--- src/rtl/srch_pkg.sv ---
package srch_pkg;
  typedef enum logic [1:0] {
    BUS_RESET = 2'd0,
    BUS_WRITE = 2'd1,
    BUS_READ  = 2'd2
  } bus_op_e;

  typedef enum logic [2:0] {
    ST_IDLE,
    ST_RST,
    ST_CMD,
    ST_RDA,
    ST_RDB,
    ST_WR
  } st_e;
endpackage

--- src/rtl/srch_idreg.sv ---
module srch_idreg #(
  parameter int W = 64
) (
  input  logic         clk,
  input  logic         rst,
  input  logic         shift,
  input  logic         din,
  output logic [W-1:0] q
);
  // New bits enter at the top; after W shifts bit i holds the bit of position i.
  // Before shifting, q[0] is last pass's bit for the current position.
  always_ff @(posedge clk) begin
    if (rst)        q <= '0;
    else if (shift) q <= {din, q[W-1:1]};
  end
endmodule

--- src/rtl/srch_decide.sv ---
module srch_decide #(
  parameter int PW = 7
) (
  input  logic          a,
  input  logic          b,
  input  logic [PW-1:0] pos,
  input  logic [PW-1:0] last_disc,
  input  logic          prev,
  output logic          dir,
  output logic          zero_conf,
  output logic          none
);
  always_comb begin
    none = a & b;
    if (a != b)               dir = a;
    else if (pos < last_disc) dir = prev;
    else if (pos == last_disc) dir = 1'b1;
    else                      dir = 1'b0;
    zero_conf = ~a & ~b & ~dir;
  end
endmodule

--- src/rtl/idsearch_master.sv ---
module idsearch_master #(
  parameter int          ID_W     = 64,
  parameter logic [7:0]  CODE_ALL = 8'hF0,
  parameter logic [7:0]  CODE_ACT = 8'hEC
) (
  input  logic            clk,
  input  logic            rst,
  input  logic            start,
  input  logic            active_only,
  output logic            bus_go,
  output logic [1:0]      bus_op,
  output logic            bus_wbit,
  input  logic            bus_done,
  input  logic            bus_rbit,
  output logic            done,
  output logic [ID_W-1:0] rom_id,
  output logic            last_dev,
  output logic            no_dev
);
  import srch_pkg::*;

  localparam int PW = $clog2(ID_W + 1);
  localparam int CW = 8;
  localparam int CBW = $clog2(CW);
  localparam logic [PW-1:0] POS_LAST = PW'(ID_W);
  localparam logic [CBW-1:0] CBIT_LAST = CBW'(CW - 1);

  st_e            st;
  logic           pend;
  logic [CBW-1:0] cbit;
  logic [CW-1:0]  code;
  logic [PW-1:0]  pos, last_disc, last_zero;
  logic           bit_a, dir_r;
  logic [ID_W-1:0] sr_q;
  logic           sr_shift;
  logic           dec_dir, dec_zero, dec_none;

  srch_idreg #(.W(ID_W)) u_idreg (
    .clk   (clk),
    .rst   (rst),
    .shift (sr_shift),
    .din   (dir_r),
    .q     (sr_q)
  );

  srch_decide #(.PW(PW)) u_decide (
    .a         (bit_a),
    .b         (bus_rbit),
    .pos       (pos),
    .last_disc (last_disc),
    .prev      (sr_q[0]),
    .dir       (dec_dir),
    .zero_conf (dec_zero),
    .none      (dec_none)
  );

  assign sr_shift = pend && bus_done && (st == ST_WR);

  always_ff @(posedge clk) begin
    if (rst) begin
      st        <= ST_IDLE;
      pend      <= 1'b0;
      cbit      <= '0;
      code      <= '0;
      pos       <= '0;
      last_disc <= '0;
      last_zero <= '0;
      bit_a     <= 1'b0;
      dir_r     <= 1'b0;
      bus_go    <= 1'b0;
      bus_op    <= BUS_RESET;
      bus_wbit  <= 1'b0;
      done      <= 1'b0;
      rom_id    <= '0;
      last_dev  <= 1'b0;
      no_dev    <= 1'b0;
    end else begin
      bus_go <= 1'b0;
      done   <= 1'b0;
      if (st == ST_IDLE) begin
        if (start) begin
          code      <= active_only ? CODE_ACT : CODE_ALL;
          cbit      <= '0;
          pos       <= PW'(1);
          last_zero <= '0;
          if (last_dev) last_disc <= '0;
          st        <= ST_RST;
        end
      end else if (!pend) begin
        bus_go <= 1'b1;
        pend   <= 1'b1;
        unique case (st)
          ST_RST:  begin bus_op <= BUS_RESET; bus_wbit <= 1'b0;       end
          ST_CMD:  begin bus_op <= BUS_WRITE; bus_wbit <= code[cbit]; end
          ST_WR:   begin bus_op <= BUS_WRITE; bus_wbit <= dir_r;      end
          default: begin bus_op <= BUS_READ;  bus_wbit <= 1'b0;       end
        endcase
      end else if (bus_done) begin
        pend <= 1'b0;
        unique case (st)
          ST_RST: begin
            if (!bus_rbit) begin
              done <= 1'b1; no_dev <= 1'b1; last_dev <= 1'b0;
              last_disc <= '0; st <= ST_IDLE;
            end else st <= ST_CMD;
          end
          ST_CMD: begin
            cbit <= cbit + 1'b1;
            if (cbit == CBIT_LAST) st <= ST_RDA;
          end
          ST_RDA: begin
            bit_a <= bus_rbit;
            st    <= ST_RDB;
          end
          ST_RDB: begin
            if (dec_none) begin
              done <= 1'b1; no_dev <= 1'b1; last_dev <= 1'b0;
              last_disc <= '0; st <= ST_IDLE;
            end else begin
              dir_r <= dec_dir;
              if (dec_zero) last_zero <= pos;
              st <= ST_WR;
            end
          end
          ST_WR: begin
            if (pos == POS_LAST) begin
              done      <= 1'b1;
              no_dev    <= 1'b0;
              rom_id    <= {dir_r, sr_q[ID_W-1:1]};
              last_disc <= last_zero;
              last_dev  <= (last_zero == '0);
              st        <= ST_IDLE;
            end else begin
              pos <= pos + 1'b1;
              st  <= ST_RDA;
            end
          end
          default: st <= ST_IDLE;
        endcase
      end
    end
  end

  // Assertions
  assert_go_pulse_R8: assert property (@(posedge clk) disable iff (rst)
    bus_go |=> !bus_go);
  assert_done_pulse_R8: assert property (@(posedge clk) disable iff (rst)
    done |=> !done);
  assert_flags_excl_R5: assert property (@(posedge clk) disable iff (rst)
    done |-> !(last_dev && no_dev));
  assert_rom_hold_R8: assert property (@(posedge clk) disable iff (rst)
    (done && no_dev) |-> rom_id == $past(rom_id));
  assert_last_with_done_R5: assert property (@(posedge clk) disable iff (rst)
    $rose(last_dev) |-> done);
  assert_pos_range_R2: assert property (@(posedge clk) disable iff (rst)
    (st != ST_IDLE) |-> (pos >= PW'(1) && pos <= POS_LAST));
endmodule

--- config.mk ---
export PLATFORM = sky130hd
export DESIGN_NAME = idsearch_master
export DESIGN_NICKNAME = d
export VERILOG_FILES = /design/src/rtl/srch_pkg.sv /design/src/rtl/srch_idreg.sv /design/src/rtl/srch_decide.sv /design/src/rtl/idsearch_master.sv
export SDC_FILE = /design/constraint.sdc
export NUM_CORES = 1
export LEC_CHECK = 0
export BUFFER_PORTS_ARGS = -buffer_cell sky130_fd_sc_hd__buf_2
export CAP_MARGIN = 15
export CORE_MARGIN = 2
export CORE_UTILIZATION = 52
export CTS_CLUSTER_SIZE = 28
export DETAILED_ROUTE_END_ITERATION = 6
export PLACE_DENSITY = 0.77
export SKIP_LAST_GASP = 1
export SYNTH_ARGS = -nofsm -noshare
export SYNTH_HDL_FRONTEND = slang
export SYNTH_SLANG_ARGS = --single-unit
export TNS_END_PERCENT = 100
--- constraint.sdc ---
create_clock -name clk -period 2.2 [get_ports clk]
set_input_delay 0.44 -clock clk [delete_from_list [all_inputs] [get_ports clk]]
set_output_delay 0.44 -clock clk [all_outputs]
set_load 0.05 [all_outputs]
### Yosys cells after proc, flatten, opt, wreduce, memory -nomap -nowiden

Index checks and enable logic that the tools add are counted.
Widths: inputs -> output; s select.

* $add $sub $neg: 2
* multipliers: 0
* div/mod/pow operators: 0
* magnitude comparators: 2
* equality and inequality tests: 20
* shifts and indexed selects: 0
* mux-type cells: 59
* bitwise logic cells: 10
* reductions and logical operators: 26

Operator list (number)
* $mux 7: 21
* $mux 3: 11
* $pmux 7 s3: 1
* $mux 1: 16
* $pmux 3 s5: 1
* $reduce_and 5->1: 3
* $reduce_and 4->1: 3
* $reduce_bool 2->1: 6
* $ne 2x2->1 const B: 5
* $eq 3x3->1 const B: 3
* $ne 3x3->1 const B: 3
* $pmux 1 s3: 3
* $reduce_and 8->1: 1
* $add 7x1->7 const B: 1
* $eq 7x7->1: 1
* $eq 7x7->1 const B: 1
* $logic_not 7->1: 1
* $lt 7x7->1: 1
* $not 1->1: 7
* $reduce_and 7->1: 1
* $eq 3x2->1 const B: 2
* $reduce_and 6->1: 1
* $mux 5: 1
* $lt 3x4->1 const B: 1
* other kinds (17): 24

* bits in registers: 173
* bits in latches: 0
* RAM bits: 0
* memory bits (read-only): 0
* logic and storage cells: 136
* memories kept: 0

### Depth between registers and ports, before layout

Gate-level depths: netlist of the first run.

* word-level depth: 12
* depth in mapped cells: 9
* depth with buffers taken out: 8

### Hierarchy

From an unflattened synthesis of the first run, not the netlist that was laid out.

* cell total of the unflattened synthesis: 764
* area total of the unflattened synthesis: 6916.6 um^2

By module, submodules not included
* idsearch_master: instances 1, cells each 522, area an instance 4370.4 um^2
* srch_idreg: instances 1, cells each 206, area an instance 2290.9 um^2
* srch_decide: instances 1, cells each 36, area an instance 255.2 um^2

### Least setup slack after synthesis of the first run

OpenSTA, ideal clock, no wires.

* path type: reg-to-reg
* from: register pos[2]
* to: register last_zero[0]
* library setup time: 0.060 ns
* data arrival time: 1.983 ns
* data required time: 2.140 ns
* slack: 0.156 ns
* stages on the path, launching flop included: 8
* buffers on the path: 0
* path through: dfxtp_1 > ha_1 > nand2_1 > o21a_1 > o2111a_1 > o31a_1 > nor4b_4 > a22o_1

* longest elaborated chain between the ends: 8
* elaborated cells between the ends (all ways): 9
* those cells by class: order compare (1); eq/ne (1); mux (3); bitwise (2); reduce/logical (2)

RTL lines
* start: declaration: line idsearch_master.sv:32 `logic [PW-1:0] pos, last_disc, last_zero;`
* start signal: assignment: line idsearch_master.sv:134 `pos <= pos + 1'b1;`
* branches (longest 2 deep; another with $lt 7x7->1)
* $mux 1 *: line srch_decide.sv:16 `else if (pos < last_disc) dir = prev;`
* $mux 1 *: line srch_decide.sv:15 `if (a != b) dir = a;`
* $not 1->1 *: line srch_decide.sv:19 `zero_conf = ~a & ~b & ~dir;`
* $and 1x1->1 *: line srch_decide.sv:19
* $reduce_bool 2->1 (no line) *
* $reduce_and 6->1 (no line) *
* end signal: assignment: line idsearch_master.sv:121 `if (dec_zero) last_zero <= pos;`
* end: declaration: line idsearch_master.sv:32

Every way passes the cells marked *.
A chain may end at the register's enable or synchronous reset.

### Worst setup path in the final report of the first run

* from: register last_disc[2]
* to: register last_zero[4]

* longest elaborated chain between the ends: 8
* elaborated cells between the ends (all ways): 9
* those cells by class: order compare (1); eq/ne (1); mux (3); bitwise (2); reduce/logical (2)

RTL lines
* start: declaration: line idsearch_master.sv:32
* start signal: assignment: line idsearch_master.sv:130 `last_disc <= last_zero;`
* branches (longest 2 deep; another with $lt 7x7->1)
* $mux 1 *: line srch_decide.sv:16
* $mux 1 *: line srch_decide.sv:15
* $not 1->1 *: line srch_decide.sv:19
* $and 1x1->1 *: line srch_decide.sv:19
* $reduce_bool 2->1 (no line) *
* $reduce_and 6->1 (no line) *

Marked as above.

==> metrics.md, run 1 <==
| Metric | Value |
|---|---|
| Standard-cell row count | 40 |
| GR Layer Usage met1 | 28.6% |
| Syn nets | 821 |
| Pre-CTS WS | 76.7 ps |
| Syn-to-layout area delta | 20.9% |
| Sequential area share after synthesis | 52.2% |
| Skew final | 5.92 ps |
| Min-delay worst type | primary input to flop |
| Initial antenna violation count | 0 |
| Post-synthesis cell type count | 48 |
| Vias per inst | 5.18 |
| Async S/R FF share, synth | 0% |
| Critical Path RT | 2560 ps |
| Final min period | 2160 ps |
| PortBufs | 76 |
| Overall routing resource usage | 22.2% |
| Startpoint Class | flop |
| First-pass GRT wire length | 23600 um |
| Grt peak-use layer | met2 |
| EDFF count, synth | 0 |
| WHS | 283 ps |
| Critical Path AT | 2520 ps |
| Wire per inst | 13.3 um |
| I/O pins | 77 |
| Fin. Hold Viols | 0 |
| Global Route met3 Usage | 5.64% |
| Crit path largest cell delay | 340 ps |
| Crit path max-delay family | compound AO/OA/AOI/OAI gates |
| Top_reg_cell synth | dfxtp_1 |
| Outcome | finished, final reports clean |
| VDD IR max | 0.000809 V |
| Setup crit end kind | flop |
| Initial Utilization | 53.4% |
| Worst hold start | active_only |
| GR Util met2 | 36.0% |
| Crit path kind | flop to flop |
| Yosys Warn Count | 0 |
| Syn_area_per_cell | 8.03 sq um |
| Via count | 5511 |
| CP Launch Point | last_disc[2] |
| CTS H-tree lvls | 4 |
| CTS Hold Bufs | 0 |
| Crit-path cells | inv_1 > ha_1 > nand2_1 > o21a_1 > o2111a_1 > o31a_1 > nor4b_4 > buf_6 > a22o_1 |
| Largest net degree at the start of global routing | 74 |
| Remaining Overflow, GRT | 0 |
| Post-route ant nets | 0 |
| Synthesized area | 6440 sq um |
| Area share of the largest cell type after synthesis | 52.2% |
| Dpl hpwl | 9030 um |
| Final Max Tran Viols | 0 |
| Vias in the first global route | 5173 |
| Die Wd | 115 um |
| Maximum achievable frequency | 0.463 GHz |
| Cells after synthesis | 802 |
| Antenna Cells | 0 |
| Worst slew pin tran | 715 ps |
| Largest area contributor in the netlist | dfxtp_1 |
| Sinks on Clock Net | 168 |
| Final setup fails | 0 |
| Total Power | 6.73 mW |
| Slew headroom | 52.3% |
| Pwr Density | 864 nW/um^2 |
| Remaining DRCs | 0 |
| Die Span Y | 115 um |
| Placed Cells incl. Taps | 1034 |
| WL final | 14100 um |
| CP max-delay cell | dfxtp_1 |
| FF+latch count, synth | 168 |
| Crit-path max FO | 7 |
| GP Congestion | 0.869 |
| Max-cap violations | 0 |
| Post-Layout Cell Count | 1063 |
| DRT Pass-1 Iters | 4 |
| Layout cell share with drive strength beyond 1 | 17.7% |
| Clock latency on the worst-skew pair | 420 ps |
| WP buf/inv | 2 |
| DR iter-0 viols | 344 |
| Clock buffer depth | 2 |
| CTS Root Cell | clkbuf_16 |
| Area contributors post-synth | dfxtp_1 52%, nand2_1 17%, a21oi_1 12% |
| NumNets Final | 904 |
| Final setup margin | 41.4 ps |
| Core area | 12100 sq um |
| Static Leakage | 2.93 nW |
| Clock-pin slew on the worst setup and hold paths | 60 ps |
| CTS tree | built |
| Die area | 13300 sq um |
| Num CTS Buffers | 17 |
| Period utilization | 98.1% |
| RR Startpoint | last_disc[2] |
final cells by class:
cell class              instances  area, sq um
inverters                      13         48.8
flip-flops and latches        168         3360
repair buffers                115          729
fillers                      1075         4280
well taps                     168          210
clock inverters                 9          151
multi-input cells             570         2840
clock buffers                  20          447
report_power, final:
group	leakage, nW	switching (mW)	total, mW	internal, mW
logic	1.28	0.357	0.564	0.206
clock network	0.292	1.14	3.04	1.90
registers	1.35	0.0364	3.12	3.08
layout by cell type (no fill, tap or decap), types with 3 or more instances in the layout:
master,count
dfxtp_1,168
o21ai_0,8
inv_1,13
a21oi_1,151
nand3_1,3
or3_1,3
mux2i_1,4
or2_0,5
nand2_1,284
buf_2,75
clkbuf_16,17
and2_1,3
buf_4,35
nor2_1,25
nor3_1,8
a22o_1,9
ha_1,13
xor2_1,3
nand4_1,6
clkinv_2,3
bufinv_16,4
nor2b_1,3
buf_12,4
tightest hold or removal path: stages:
cell	delay (ps)
buf_2	100
nand2_1	50
a21oi_1	60
Yosys cell counts, drive strengths merged, types with 3 or more instances:
master,instances
nand2,285
dfxtp,168
a21oi,152
clkbuf,32
nor2,27
buf,19
ha,13
inv,13
a22o,9
nor3,9
or2,9
o21ai,8
nand4,6
and2,4
mux2i,4
nand3,4
a211oi,3
nor2b,3
or3,3
xor2,3
per-stage QoR:
stage,util [%],cell area [sq um],setup TNS (ps)
after global placement,59.5,7180,0
after CTS,64.5,7780,0
final,64.6,7790,0
after global routing,64.6,7790,-10.7
after detailed placement,59.5,7180,0
after floorplan,-,6440,0
state kept, by name, summed over array words and instances (netlist names), 2 cells and up:
signal     count
rom_id        64
u_idreg.q     64
last_disc      7
last_zero      7
pos            7
cbit           3
code           3
st             3
bus_op         2
final timing paths:
| path | to | slack [ps] | cells after the start |
|---|---|---|---|
| max reg2reg | last_zero[4] | 40 | 9 |
| min | code[3] | 280 | 3 |
| max | last_zero[4] | 40 | 9 |
| min reg2reg | rom_id[57] | 450 | 2 |
routing by layer:
metal,up-vias,routed length [um]
met2,101,6720
met5,-,0
met4,0,203
met3,19,612
met1,2575,6550
li1,2816,-
kinds of logic after synthesis:
| kind of cell | Yosys count | share of synthesized area, % |
|---|---|---|
| fa+ha+maj | 13 | 2.53 |
| flops | 168 | 52.2 |
| xor+xnor | 4 | 0.544 |
| simple gates | 361 | 23.6 |
| mux | 5 | 0.797 |
| compound gates | 187 | 16.2 |
| buf+inv | 64 | 4.06 |
what timing repair did:
item                       CTS  global route
resized for setup            0             2
setup endpoints to repair    0             7
setup buffers                0             0
hold endpoints to repair     0             0
Power figures use the tool's default switching activity.
==> run 2: changes to the inputs <==
- CELL_PAD_IN_SITES_DETAIL_PLACEMENT: unset -> 0
- CELL_PAD_IN_SITES_GLOBAL_PLACEMENT: unset -> 2
- CORE_UTILIZATION: 52 -> 32
- GPL_TIMING_DRIVEN: unset -> 0
- PLACE_DENSITY: 0.77 -> 0.76
- SYNTH_HIERARCHICAL: unset -> 1
==> run 2 against run 1 <==
Against the previous run:
- cell count rose by 8.1%
- die area rose by 72%
- register-to-register slack improved by 80 ps
- global-route usage fell by 7.1 points
- hold slack got worse by 18 ps
- sequential cell count did not move
- utilization fell by 25 points
- total power fell by 1.5%
- design area rose by 7.0%
- largest cell class unchanged
- combinational power fell by 27%
- area after synthesis rose by 7.4%
- first-iteration DRC count fell by 31%
==> metrics.md, run 2 <==
| Metric | Value |
|---|---|
| Standard-cell row count | 53 (was 40) |
| Critical Path RT | 2510 ps (was 2560 ps) |
| Hold Crit Depth | 3 (unchanged) |
| Fin area | 8330 sq um (was 7790 sq um) |
| CTS Root Cell | clkbuf_16 (unchanged) |
| WL final | 16800 um (was 14100 um) |
| Post-route ant nets | 0 (unchanged) |
| Post-Layout Cell Count | 1149 (was 1063) |
| Sequential power share | 46.6% (was 46.4%) |
| Antenna Cells | 0 (unchanged) |
| Combinational power share | 6.2% (was 8.4%) |
| Combinational family with the most area after synthesis | simple AND/OR/NAND/NOR gates (unchanged) |
| Area share of the largest cell type after synthesis | 48.6% (was 52.2%) |
| Fin. Hold Viols | 0 (unchanged) |
| WHS | 264 ps (was 283 ps) |
| GP Congestion | 0.853 (was 0.869) |
| Final setup margin | 126 ps (was 41.4 ps) |
| Total Power | 6.63 mW (was 6.73 mW) |
| Num CTS Buffers | 17 (unchanged) |
| Post-Synth XOR/XNOR Area | 0.253% (was 0.544%) |
| Pwr Density | 796 nW/um^2 (was 864 nW/um^2) |
| Clock buffer depth | 2 (unchanged) |
| Die Span Y | 151 um (was 115 um) |
| CTS H-tree lvls | 4 (unchanged) |
| Placed Cells incl. Taps | 1114 (was 1034) |
| DR iter-0 viols | 236 (was 344) |
| Dpl hpwl | 11900 um (was 9030 um) |
| Die Wd | 151 um (was 115 um) |
| FF+latch count, synth | 168 (unchanged) |
| Wire per inst | 14.6 um (was 13.3 um) |
| Overall routing resource usage | 15.0% (was 22.2%) |
| Clock-pin slew on the worst setup and hold paths | 70 ps (was 60 ps) |
| NumNets Final | 881 (was 904) |
| DRT Pass-1 Iters | 4 (unchanged) |
| Via count | 5374 (was 5511) |
| Filler cells | 2235 (was 1075) |
| EDFF count, synth | 0 (unchanged) |
| PortBufs | 75 (was 76) |
| Worst Reg2Reg Path Length in Cells | 6 (was 9) |
| Final min period | 2070 ps (was 2160 ps) |
| Initial Utilization | 32.8% (was 53.4%) |
| Yosys Warn Count | 6 (was 0) |
| Net Sw Power | 1.57 mW (was 1.53 mW) |
| Syn nets | 784 (was 821) |
| Post-synthesis compound-gate area fraction | 10.8% (was 16.2%) |
| Mux cell area share after synthesis | 10.7% (was 0.797%) |
| CTS Hold Bufs | 0 (unchanged) |
| Commonest non-fill, non-tap cell in the layout | dfxtp_1 (was nand2_1) |
| Power share of the clock group | 47.2% (was 45.3%) |
| Synthesized-area fraction occupied by and/or/nand/nor cells | 20.0% (was 23.6%) |
| Int Pwr | 5.06 mW (was 5.19 mW) |
| Period utilization | 94.3% (was 98.1%) |
| Remaining DRCs | 0 (unchanged) |
| Largest area contributor in the netlist | dfxtp_1 (unchanged) |
| Most frequent cells in the layout | 163 x dfxtp_1, 160 x nand2_1, 87 x a21oi_1 (was 284 x nand2_1, 168 x dfxtp_1, 151 x a21oi_1) |
| Area contributors post-synth | dfxtp_1 49%, mux2i_1 11%, nand2_1 8.7% (was dfxtp_1 52%, nand2_1 17%, a21oi_1 12%) |
| Layout cell share with drive strength beyond 1 | 19.0% (was 17.7%) |
| Worst slew pin tran | 700 ps (was 715 ps) |
| Remaining Overflow, GRT | 0 (unchanged) |
| Crit-path cells | buf_6 > clkbuf_1 > or4b_2 > o21ai_1 > o211ai_1 > o211a_1 (was inv_1 > ha_1 > nand2_1 > o21a_1 > o2111a_1 > o31a_1 > nor4b_4 > buf_6 > a22o_1) |
| Die area | 22800 sq um (was 13300 sq um) |
| Pre-CTS WS | -298 ps (was 76.7 ps) |
| Slew headroom | 53.2% (was 52.3%) |
| Syn_area_per_cell | 9.05 sq um (was 8.03 sq um) |
| RR Startpoint | st[0] (was last_disc[2]) |
| Post-synthesis cell type count | 61 (was 48) |
| Vias in the first global route | 5046 (was 5173) |
| Cells after synthesis | 764 (was 802) |
| RSZ-0062 raised after global routing | false |
| Switch share | 23.7% (was 22.8%) |
| Syn-to-layout area delta | 20.5% (was 20.9%) |
| Final Max Tran Viols | 0 (unchanged) |
| Async S/R FF share, synth | 0% (unchanged) |
| Startpoint Class | flop (unchanged) |
| I/O pins | 77 (unchanged) |
| CP max-delay cell | or4b_2 (was dfxtp_1) |
| Crit path kind | flop to flop (unchanged) |
| Min-delay worst type | primary input to flop (unchanged) |
| Synthesized area | 6920 sq um (was 6440 sq um) |
| WHS Endpoint | code[3] (unchanged) |
| Top_reg_cell synth | dfxtp_1 (unchanged) |
| Post-DP Area | 7640 sq um (was 7180 sq um) |
| Vias per inst | 4.68 (was 5.18) |
| Most common cell in the netlist | dfxtp_1 (was nand2_1) |
| Most instantiated cells after synthesis | 168 x dfxtp_1, 160 x nand2_1, 89 x a21oi_1, 78 x nor2_1, 73 x mux2i_1 (was 285 x nand2_1, 168 x dfxtp_1, 151 x a21oi_1, 32 x clkbuf_1, 26 x nor2_1) |
| Crit-path max FO | 10 (was 7) |
| Clock latency on the worst-skew pair | 420 ps (about the same) |
| Max-cap violations | 0 (unchanged) |
| Largest net degree at the start of global routing | 17 (was 74) |
| Largest regs | rom_id x64, u_idreg/q x64 (was rom_id x64, u_idreg.q x64) |
| VDD IR max | 0.000532 V (was 0.000809 V) |
| Sinks on Clock Net | 168 (unchanged) |
| Crit path largest cell delay | 770 ps (was 340 ps) |
| Initial antenna violation count | 0 (unchanged) |
| Skew final | 7.90 ps (was 5.92 ps) |
| First-pass GRT wire length | 26700 um (was 23600 um) |
| Worst hold start | active_only (unchanged) |
| Outcome | finished, final reports clean (unchanged) |
| Worst r2r dst | st[1] (was last_zero[4]) |
| Sequential area share after synthesis | 48.6% (was 52.2%) |
| Static Leakage | 3.12 nW (was 2.93 nW) |
| CTS tree | built (unchanged) |
| Post-synthesis adder-cell area fraction | 2.53% (about the same) |
| Critical Path AT | 2390 ps (was 2520 ps) |
| Reg2Reg Setup Slack | 130 ps (was 40 ps) |
| Setup crit end kind | flop (unchanged) |
| Core area | 21100 sq um (was 12100 sq um) |
| Final setup fails | 0 (unchanged) |
| Maximum achievable frequency | 0.482 GHz (was 0.463 GHz) |
-- run 2: changes by cell type after synthesis, sizes merged, moves of 17 or more --
cell | before | now
clkbuf | 32 | 8
nand3 | 4 | 24
nor2 | 27 | 78
mux2i | 4 | 73
a21oi | 152 | 92
buf | 19 | 36
nand2 | 285 | 160
-- run 2: how the worst max path moves through the flow --
| stage | start | slack (ps) | cells after the start | to |
|---|---|---|---|---|
| floorplan | pos[2] | 190 | 9 | last_zero[2] |
| global placement | pos[2] | -270 | 9 | last_zero[2] |
| detailed placement | pos[2] | -300 | 9 | last_zero[4] |
| CTS | st[0] | 60 | 6 | pos[1] |
| global route | pos[5] | 10 | 8 | last_zero[4] |
| finish | st[0] | 130 | 6 | st[1] |
-- run 2: metal layers --
| metal | share of wire (%) | track usage (%) |
|---|---|---|
| met5 | 0 | 0 |
| met4 | 1.3 | 3.97 |
| met3 | 4.3 | 3.55 |
| met2 | 45 | 23.9 |
| met1 | 49 | 20.5 |
-- run 2: timing repair --
| item | CTS | global route |
|---|---|---|
| resized for setup | 5 | 14 |
| setup buffers | 4 | 0 |
| pin swaps | 2 | 1 |
| endpoints found under the setup margin | 76 | 19 |
-- run 2: final cells by class --
cell class / count / area, sq um / area share, %
Inverter: 18 / 67.6 / 0.811
Timing Repair Buffer: 79 / 405 / 4.87
Sequential cell: 168 / 3370 / 40.4
Buffer: 48 / 413 / 4.96
Clock inverter: 12 / 163 / 1.95
Multi-Input combinational cell: 529 / 3110 / 37.4
Clock buffer: 20 / 457 / 5.48
Tap cell: 275 / 344 / 4.13
-- run 2: worst max-delay path: cells and delay by family (launching register included) --
family                 cells  cell delay [ps]
AO/OA/AOI/OAI              3              530
buffers and inverters      2              350
flip-flops                 1              310
AND/OR/NAND/NOR            1              770
-- run 2: stage by stage --
stage               util, %  setup TNS, ps
detailed placement     36.2         -13440
global placement       36.2         -12840
finish                 39.5              0
floorplan                 -              0
CTS                    39.3              0
global route           39.5              0
-- run 2: kinds of logic (layout without fill, tap and decap cells) --
| logic type | after synthesis | in the layout |
|---|---|---|
| muxes | 74 | 74 |
| buffers and inverters | 67 | 177 |
| adders and majority gates | 14 | 14 |
| xor gates and xnor gates | 2 | 2 |
| AOI/OAI and AO/OA | 131 | 131 |
| DFF | 168 | 168 |
| and+or+nand+nor | 308 | 308 |
-- run 2: power groups by stage --
stage | logic, mW | registers (mW) | clock network, mW
floorplan | 0.249 | 3.19 | 0
global placement | 0.401 | 3.16 | 0
detailed placement | 0.394 | 3.16 | 0
CTS | 0.400 | 3.09 | 3.22
global route | 0.448 | 3.09 | 3.35
finish | 0.409 | 3.09 | 3.13
